==> src/rtl/busreq_pkg.sv <==
package busreq_pkg;
  localparam int AREA_W = 2;

  typedef enum logic [AREA_W-1:0] {
    AREA_DATA     = 2'b00,
    AREA_DESC     = 2'b01,
    AREA_CAM      = 2'b10,
    AREA_DESC_ALT = 2'b11
  } areaT;

  typedef enum logic [2:0] {
    ST_IDLE    = 3'd0,
    ST_REQ     = 3'd1,
    ST_XFER    = 3'd2,
    ST_HOLD    = 3'd3,
    ST_BACKOFF = 3'd4,
    ST_PARK    = 3'd5
  } stateT;

  typedef struct packed {
    logic reqWant;
    logic latchArea;
  } ctlStrobeT;
endpackage

==> src/rtl/busreq_dp.sv <==
module busreq_dp
  import busreq_pkg::*;
#(
  parameter int ACK_STAGES = 1
) (
  input  logic              clk,
  input  logic              rstN,
  input  logic              holdAck,
  input  logic [AREA_W-1:0] areaIn,
  input  logic              edgeSel,
  input  ctlStrobeT         strb,
  output logic              ackQ,
  output areaT              areaQ,
  output logic              holdReq
);

  // Acknowledge capture on the rising edge; depth picked by parameter
  generate
    if (ACK_STAGES <= 1) begin : g_ackOne
      always_ff @(posedge clk) begin
        if (!rstN) ackQ <= 1'b0;
        else       ackQ <= holdAck;
      end
    end else begin : g_ackChain
      logic [ACK_STAGES-1:0] ackPipe;
      always_ff @(posedge clk) begin
        if (!rstN) ackPipe <= '0;
        else       ackPipe <= {ackPipe[ACK_STAGES-2:0], holdAck};
      end
      assign ackQ = ackPipe[ACK_STAGES-1];
    end
  endgenerate

  // Area latched when a new request starts
  always_ff @(posedge clk) begin
    if (!rstN)               areaQ <= AREA_DATA;
    else if (strb.latchArea) areaQ <= areaT'(areaIn);
  end

  // Launch pair: one copy on each clock edge, edgeSel picks the pin source
  logic reqFall;
  logic reqRise;

  always_ff @(negedge clk) begin
    if (!rstN) reqFall <= 1'b0;
    else       reqFall <= strb.reqWant;
  end

  always_ff @(posedge clk) begin
    if (!rstN) reqRise <= 1'b0;
    else       reqRise <= strb.reqWant;
  end

  assign holdReq = edgeSel ? reqRise : reqFall;

  // pin follows the chosen launch edge
  p_launch_rise_r4: assert property (@(posedge clk) disable iff (!rstN)
    edgeSel |-> holdReq == $past(strb.reqWant));
  p_launch_fall_r4: assert property (@(posedge clk) disable iff (!rstN)
    !edgeSel |-> holdReq == strb.reqWant);

endmodule

==> src/rtl/busreq_ctrl.sv <==
module busreq_ctrl
  import busreq_pkg::*;
#(
  parameter int HOLD_CYCLES    = 1,
  parameter int BACKOFF_CYCLES = 1
) (
  input  logic              clk,
  input  logic              rstN,
  input  logic              fifoReq,
  input  logic              descReq,
  input  logic              xferDone,
  input  logic [AREA_W-1:0] areaIn,
  input  logic              ackQ,
  input  areaT              areaQ,
  output ctlStrobeT         strb,
  output logic              busGranted,
  output logic              statusActive
);

  localparam int MAX_WAIT = (HOLD_CYCLES > BACKOFF_CYCLES) ? HOLD_CYCLES : BACKOFF_CYCLES;
  localparam int CNT_W    = ($clog2(MAX_WAIT + 1) < 1) ? 1 : $clog2(MAX_WAIT + 1);
  localparam logic [CNT_W-1:0] HOLD_LOAD = CNT_W'(HOLD_CYCLES - 1);
  localparam logic [CNT_W-1:0] BACK_LOAD = CNT_W'(BACKOFF_CYCLES - 1);

  stateT            state, stateNext;
  logic [CNT_W-1:0] cnt, cntNext;
  logic             areaChg;
  logic             wantBus;

  assign areaChg = (areaIn != areaQ);
  assign wantBus = fifoReq | descReq;

  always_comb begin
    stateNext      = state;
    cntNext        = cnt;
    strb.latchArea = 1'b0;
    unique case (state)
      ST_IDLE: begin
        if (wantBus && !ackQ) begin
          stateNext      = ST_REQ;
          strb.latchArea = 1'b1;
        end
      end
      ST_REQ: begin
        if (ackQ) stateNext = ST_XFER;
      end
      ST_XFER: begin
        if (xferDone || areaChg) begin
          stateNext = ST_HOLD;
          cntNext   = HOLD_LOAD;
        end else if (!ackQ) begin
          unique case (areaQ)
            AREA_DATA: stateNext = ST_IDLE;
            AREA_CAM:  stateNext = ST_PARK;
            default: begin
              stateNext = ST_BACKOFF;
              cntNext   = BACK_LOAD;
            end
          endcase
        end
      end
      ST_HOLD: begin
        if (cnt == '0) stateNext = ST_IDLE;
        else           cntNext   = cnt - 1'b1;
      end
      ST_BACKOFF: begin
        if (cnt == '0) stateNext = ackQ ? ST_IDLE : ST_REQ;
        else           cntNext   = cnt - 1'b1;
      end
      ST_PARK: begin
        if (ackQ) stateNext = ST_XFER;
      end
      default: stateNext = ST_IDLE;
    endcase
  end

  always_ff @(posedge clk) begin
    if (!rstN) begin
      state <= ST_IDLE;
      cnt   <= '0;
    end else begin
      state <= stateNext;
      cnt   <= cntNext;
    end
  end

  always_comb begin
    strb.reqWant = (state == ST_REQ) || (state == ST_XFER) ||
                   (state == ST_HOLD) || (state == ST_PARK);
    busGranted   = (state == ST_XFER);
    statusActive = (state == ST_REQ) || (state == ST_XFER) ||
                   (state == ST_HOLD) || (state == ST_BACKOFF);
  end

  p_grant_acked_r3: assert property (@(posedge clk) disable iff (!rstN)
    busGranted |-> $past(ackQ));
  p_req_after_ack_low_r5: assert property (@(posedge clk) disable iff (!rstN)
    $rose(strb.reqWant) |-> !$past(ackQ));
  p_hold_after_done_r6: assert property (@(posedge clk) disable iff (!rstN)
    (busGranted && xferDone) |=> (!busGranted && strb.reqWant));
  p_backoff_ends_r8: assert property (@(posedge clk) disable iff (!rstN)
    (state == ST_BACKOFF && cnt == '0) |=> (state != ST_BACKOFF));
  p_cam_park_r10: assert property (@(posedge clk) disable iff (!rstN)
    (busGranted && !ackQ && !xferDone && !areaChg && areaQ == AREA_CAM)
      |=> (strb.reqWant && !statusActive && !busGranted));

endmodule

==> src/rtl/hold_bus_requester.sv <==
module hold_bus_requester
  import busreq_pkg::*;
#(
  parameter int ACK_STAGES     = 1,
  parameter int HOLD_CYCLES    = 1,
  parameter int BACKOFF_CYCLES = 1
) (
  input  logic       clk,
  input  logic       rstN,
  input  logic       fifoReq,
  input  logic       descReq,
  input  logic [1:0] areaIn,
  input  logic       edgeSel,
  input  logic       holdAck,
  input  logic       xferDone,
  output logic       holdReq,
  output logic       busGranted,
  output logic       statusActive
);

  ctlStrobeT strb;
  logic      ackQ;
  areaT      areaQ;

  busreq_ctrl #(
    .HOLD_CYCLES   (HOLD_CYCLES),
    .BACKOFF_CYCLES(BACKOFF_CYCLES)
  ) u_ctrl (
    .clk         (clk),
    .rstN        (rstN),
    .fifoReq     (fifoReq),
    .descReq     (descReq),
    .xferDone    (xferDone),
    .areaIn      (areaIn),
    .ackQ        (ackQ),
    .areaQ       (areaQ),
    .strb        (strb),
    .busGranted  (busGranted),
    .statusActive(statusActive)
  );

  busreq_dp #(
    .ACK_STAGES(ACK_STAGES)
  ) u_dp (
    .clk    (clk),
    .rstN   (rstN),
    .holdAck(holdAck),
    .areaIn (areaIn),
    .edgeSel(edgeSel),
    .strb   (strb),
    .ackQ   (ackQ),
    .areaQ  (areaQ),
    .holdReq(holdReq)
  );

endmodule

==> config.mk <==
export PLATFORM = sky130hd
export DESIGN_NAME = hold_bus_requester
export DESIGN_NICKNAME = d
export VERILOG_FILES = /design/src/rtl/busreq_pkg.sv /design/src/rtl/busreq_dp.sv /design/src/rtl/busreq_ctrl.sv /design/src/rtl/hold_bus_requester.sv
export SDC_FILE = /design/constraint.sdc
export NUM_CORES = 1
export LEC_CHECK = 0
export BUFFER_PORTS_ARGS = -buffer_cell sky130_fd_sc_hd__buf_2
export CORE_AREA = 2 2 39 41
export DETAILED_ROUTE_END_ITERATION = 16
export DIE_AREA = 0 0 41 43
export PLACE_DENSITY = 0.56
export SYNTH_ARGS = -nofsm -noshare
export SYNTH_HDL_FRONTEND = slang
export SYNTH_HIERARCHICAL = 1
export SYNTH_SLANG_ARGS = --single-unit
==> constraint.sdc <==
create_clock -name clk -period 1.2 [get_ports clk]
set_input_delay 0.06 -clock clk [delete_from_list [all_inputs] [get_ports clk]]
set_output_delay 0.06 -clock clk [all_outputs]
set_load 0.01 [all_outputs]
=== Word level (Yosys, flattened, before mapping) ===
Cells that the tools add are included.

* Muxes and demuxes: 18
* Add/sub/neg operators: 1
* Bitwise logic cells: 1
* Reductions and logical operators: 15
* Equal/unequal tests: 13

{| class="wikitable"
|+ Operators by type and width
! cell !! count
|-
| 2-to-1 mux 3 bit || 6
|-
| case mux 3 bit (5 select lines) || 1
|-
| 2-to-1 mux 1 bit || 9
|-
| == test 3 x 2 -> 1 bit (second input constant) || 2
|-
| == test 3 bit (second input constant) || 2
|-
| case mux 3 bit (2 select lines) || 1
|-
| OR reduction 2 bit || 3
|-
| logical OR 1 bit || 5
|-
| AND reduction 5 bit || 1
|-
| != test 2 x 1 -> 1 bit (second input constant) || 2
|-
| != test 2 bit (second input constant) || 2
|-
| == test 3 x 1 -> 1 bit (second input constant) || 1
|-
| logical NOT 3 bit || 1
|-
| != test 3 x 2 -> 1 bit (second input constant) || 1
|-
| != test 3 bit (second input constant) || 1
|-
| AND reduction 3 bit || 1
|-
| == test 2 bit (second input constant) || 1
|-
| logical NOT 2 bit || 1
|-
| != test 2 bit || 1
|-
| case mux 1 bit (2 select lines) || 1
|-
| nonzero test 2 bit || 1
|-
| logical AND 1 bit || 1
|-
| logical NOT 1 bit || 1
|-
| OR 1 bit || 1
|-
| subtractor 1 bit (second input constant) || 1
|}

* Bits of input ports: 9
* Bits in registers: 9

=== Depth between registers and ports, before layout ===
* Depth after elaboration: 6
* Mapped depth: 5
* Depth with buffers taken out: 4

=== Modules after synthesis ===
The synthesis kept the hierarchy.

{| class="wikitable"
|+ By module, submodules not included
! module !! instances !! cells each !! area an instance (µm²)
|-
| busreq_ctrl || 1 || 33 || 254.0
|-
| busreq_dp || 1 || 13 || 160.2
|}

==> impl_table.tex <==
\begin{tabular}{lr}
\hline
Metric & Value \\
\hline
\multicolumn{2}{l}{\textbf{STA}} \\
\quad Unrepaired setup endpoints after global routing & true \\
\quad Total Neg Setup Slack & -0.955 ns \\
\quad Slew at the pin closest to its max-slew limit & 0.298 ns \\
\quad Final Max Slew Viols & 0 \\
\quad Number of endpoints with negative hold slack in the final report & 0 \\
\quad Final setup violation count & 7 \\
\quad Worst Clk Skew & 0.0539 ns \\
\quad Slew Limit Headroom & 80.1\% \\
\quad Fin worst setup slack & -0.430 ns \\
\multicolumn{2}{l}{\textbf{Cells and area}} \\
\quad Sequential standard cell area & 164 um\^{}2 \\
\quad Layout net count & 88 \\
\quad Area overhead of the layout relative to synthesis & 78.2\% \\
\quad Antenna diodes & 0 \\
\quad Finished Cell Area & 738 um\^{}2 \\
\quad Footprint of the multi-input gates & 282 um\^{}2 \\
\quad Fraction of layout instances using a drive strength above 1 & 55.1\% \\
\quad Count of filler cells inserted in the layout & 134 \\
\quad Most common cell after layout, fill and taps aside & buf\_6 \\
\quad Most frequent cells in the layout & buf\_6 (10), buf\_2 (9), buf\_4 (9) \\
\multicolumn{2}{l}{\textbf{Setup path}} \\
\quad WP data required & 1.14 ns \\
\quad Crit start category & flop \\
\quad Crit path from & u\_dp/reqFall \\
\quad Origin of the critical flop-to-flop path & u\_ctrl/state[1] \\
\quad Data arrival, critical path & 1.57 ns \\
\quad Critical path start-end classification & reg -> out \\
\quad Critical path peak fanout & 1 \\
\quad Crit end category & primary output \\
\multicolumn{2}{l}{\textbf{Pwr}} \\
\quad Leak & 0.340 nW \\
\quad Total power density per cell area & 1540 nW/um\^{}2 \\
\quad Maximum vdd ir drop & 0.848 mV \\
\multicolumn{2}{l}{\textbf{CTS}} \\
\quad Clock Pin Slew Worst Setup and Hold Paths & 0.05 ns \\
\quad Cell at the root of the clock tree & clkbuf\_4 \\
\quad Maximum clock path buffer count & 2 \\
\quad Clock sink total & 8 \\
\quad Clock latency on the worst-skew pair & 0.30 ns \\
\quad Inserted Clock Buffers & 3 \\
\quad H-tree level count & 1 \\
\quad CTS tree & yes \\
\multicolumn{2}{l}{\textbf{Logic synthesis}} \\
\quad Gate count after technology mapping & 46 \\
\quad Area fraction of the dominant cell type after synthesis & 38.7\% \\
\quad Area of the mapped netlist & 414 um\^{}2 \\
\quad Warnings, synthesis & 6 \\
\quad Net count after synthesis & 55 \\
\quad Mapped Avg Cell Area & 9.00 um\^{}2 \\
\quad Cell variety after synth & 26 \\
\quad Part of the Yosys area used for sequential elements & 38.7\% \\
\quad Synthesis-stage register bit count & 8 \\
\quad Cell type with the highest aggregate area in the netlist & dfxtp\_1 \\
\quad Main area contributors after synthesis & dfxtp\_1 (39\%), mux2i\_1 (4.8\%), xor2\_1 (4.2\%), o21ai\_0 (3.6\%), and2\_1 (3.0\%) \\
\multicolumn{2}{l}{\textbf{Floorplanning}} \\
\quad Number of primary I/O pins & 12 \\
\quad Die Outline Area & 1760 um\^{}2 \\
\quad Initial core utilization & 29.9\% \\
\quad Row count & 14 \\
\quad Die width & 41 um \\
\quad Die Height & 43 um \\
\quad Placeable core region & 1380 um\^{}2 \\
\multicolumn{2}{l}{\textbf{Placed design}} \\
\quad Standard cell area after detailed placement & 558 um\^{}2 \\
\quad Count of input and output buffers & 11 \\
\quad Final RePlAce weighted congestion & 0.797 \\
\quad Half-perimeter wire length after detailed placement & 671 um \\
\multicolumn{2}{l}{\textbf{GRT}} \\
\quad First-pass GRT wire length & 1680 um \\
\quad Via count of the first global-routing pass & 400 \\
\quad Global routing usage summed across all routing layers & 15.9\% \\
\quad Antenna violations before repair & 0 \\
\quad Remaining global-route overflow & 0 \\
\quad Pin count of the biggest net entering global routing & 8 \\
\multicolumn{2}{l}{\textbf{Route}} \\
\quad Number of vias after detailed routing & 450 \\
\quad Residual antenna-violating net count after detailed routing & 0 \\
\quad WL/cell & 11.8 um \\
\quad Per-cell via count in the routed design & 4.79 \\
\quad First-pass iteration count of the detailed router & 4 \\
\quad DR iter-0 viols & 5 \\
\quad Total Routed Length & 1110 um \\
\quad Number of design rule violations left after detail routing & 0 \\
\multicolumn{2}{l}{\textbf{Flow run}} \\
\quad Max-cap check violation count & 0 \\
\multicolumn{2}{l}{\textbf{Run status}} \\
\quad Outcome & finished, violations left \\
\quad Failing checks & negative setup slack \\
\multicolumn{2}{l}{\textbf{Min path}} \\
\quad Hold\_sp & rstN \\
\quad Worst min path class & in -> reg \\
\hline
\end{tabular}
## routing by layer
metal / vias to the layer above / wire [um] / track usage [%]
li1: 225 / - / -
met1: 210 / 405 / 14.6
met2: 13 / 623 / 24.1
met3: 2 / 66 / 9.42
met4: 0 / 18 / 12.0
met5: - / 0 / 0
## Yosys cell counts
cell       n
nor4b_1    1
a21oi_1    1
o21bai_1   1
o21ai_0    3
nor2b_1    2
or3_4      1
buf_6      1
nor3b_2    1
nor4_1     1
nand4_1    1
xor2_1     2
dfxtp_1    8
and3_1     1
nor2_1     2
and2b_1    1
o21ai_1    2
and2_1     2
nand3_1    2
mux2_2     1
mux2i_1    2
xnor2_1    1
a21boi_0   1
a21o_1     1
a2bb2oi_1  1
inv_1      3
nand2_1    3
## cell families (layout without fill, tap and decap cells)
kind of cell           count (synthesis)  in the layout  share of synthesized area (%)
AND/OR/NAND/NOR                       18             18                           27.2
AO/OA/AOI/OAI                         10             10                           14.8
flip-flops                             8              8                           38.7
buffers and inverters                  4             36                           5.44
XOR/XNOR                               3              3                           6.35
multiplexers                           3              3                           7.55
## metrics by stage
stage	hold slack, ns	instances	setup WS, ns	utilization [%]	total power [mW]
after floorplan	0.182	46	-0.344	-	0.561
after global placement	0.284	82	-0.263	40.3	0.715
after detailed placement	0.291	82	-0.295	40.3	0.716
after CTS	0.00934	90	-0.443	48.4	1.07
after global routing	0.0549	94	-0.496	53.3	1.23
final	0.0664	94	-0.430	53.3	1.14
## state kept, by name, indices dropped and copies added (netlist names)
signal and flops:
u_ctrl/state 3, u_dp/areaQ 2, u_dp/ackQ 1, u_dp/reqFall 1, u_dp/reqRise 1
## power by group
part	internal, mW	switching (mW)	total (mW)
Clock	0.132	0.108	0.240
Combinational	0.327	0.231	0.558
Sequential	0.317	0.0222	0.339
Total	0.775	0.361	1.14
## cell type report
type	instances	share of cell area, %
clock inverter	1	0.508
multi-input combinational	34	38.1
tap	16	2.71
clock buffer	4	3.56
timing repair buffer	29	31.9
inverter	2	1.02
sequential	8	22.2
## repair_timing
item,CTS,global route
buffers inserted,4,4
gates cloned,0,0
gates resized for setup,13,11
hold buffers,0,1
endpoints found under the hold margin,0,1
pin swaps,2,8
setup endpoints to repair,9,9
## critical path: stages, from the launching register on
cell and delay [ns]:
dfxtp_1 0.28, mux2_4 0.26, buf_6 0.12
## path summary, 6_finish.rpt
| path | endpoint | cells past startpoint | slack (ns) |
|---|---|---|---|
| worst max-delay path | holdReq | 2 | -0.43 |
| worst min-delay path | u_dp/reqRise | 2 | 0.07 |
| worst max register to register | u_dp/reqFall | 3 | -0.26 |
| worst min register to register | u_ctrl/state[1] | 3 | 0.60 |
Power figures use the tool's default switching activity.
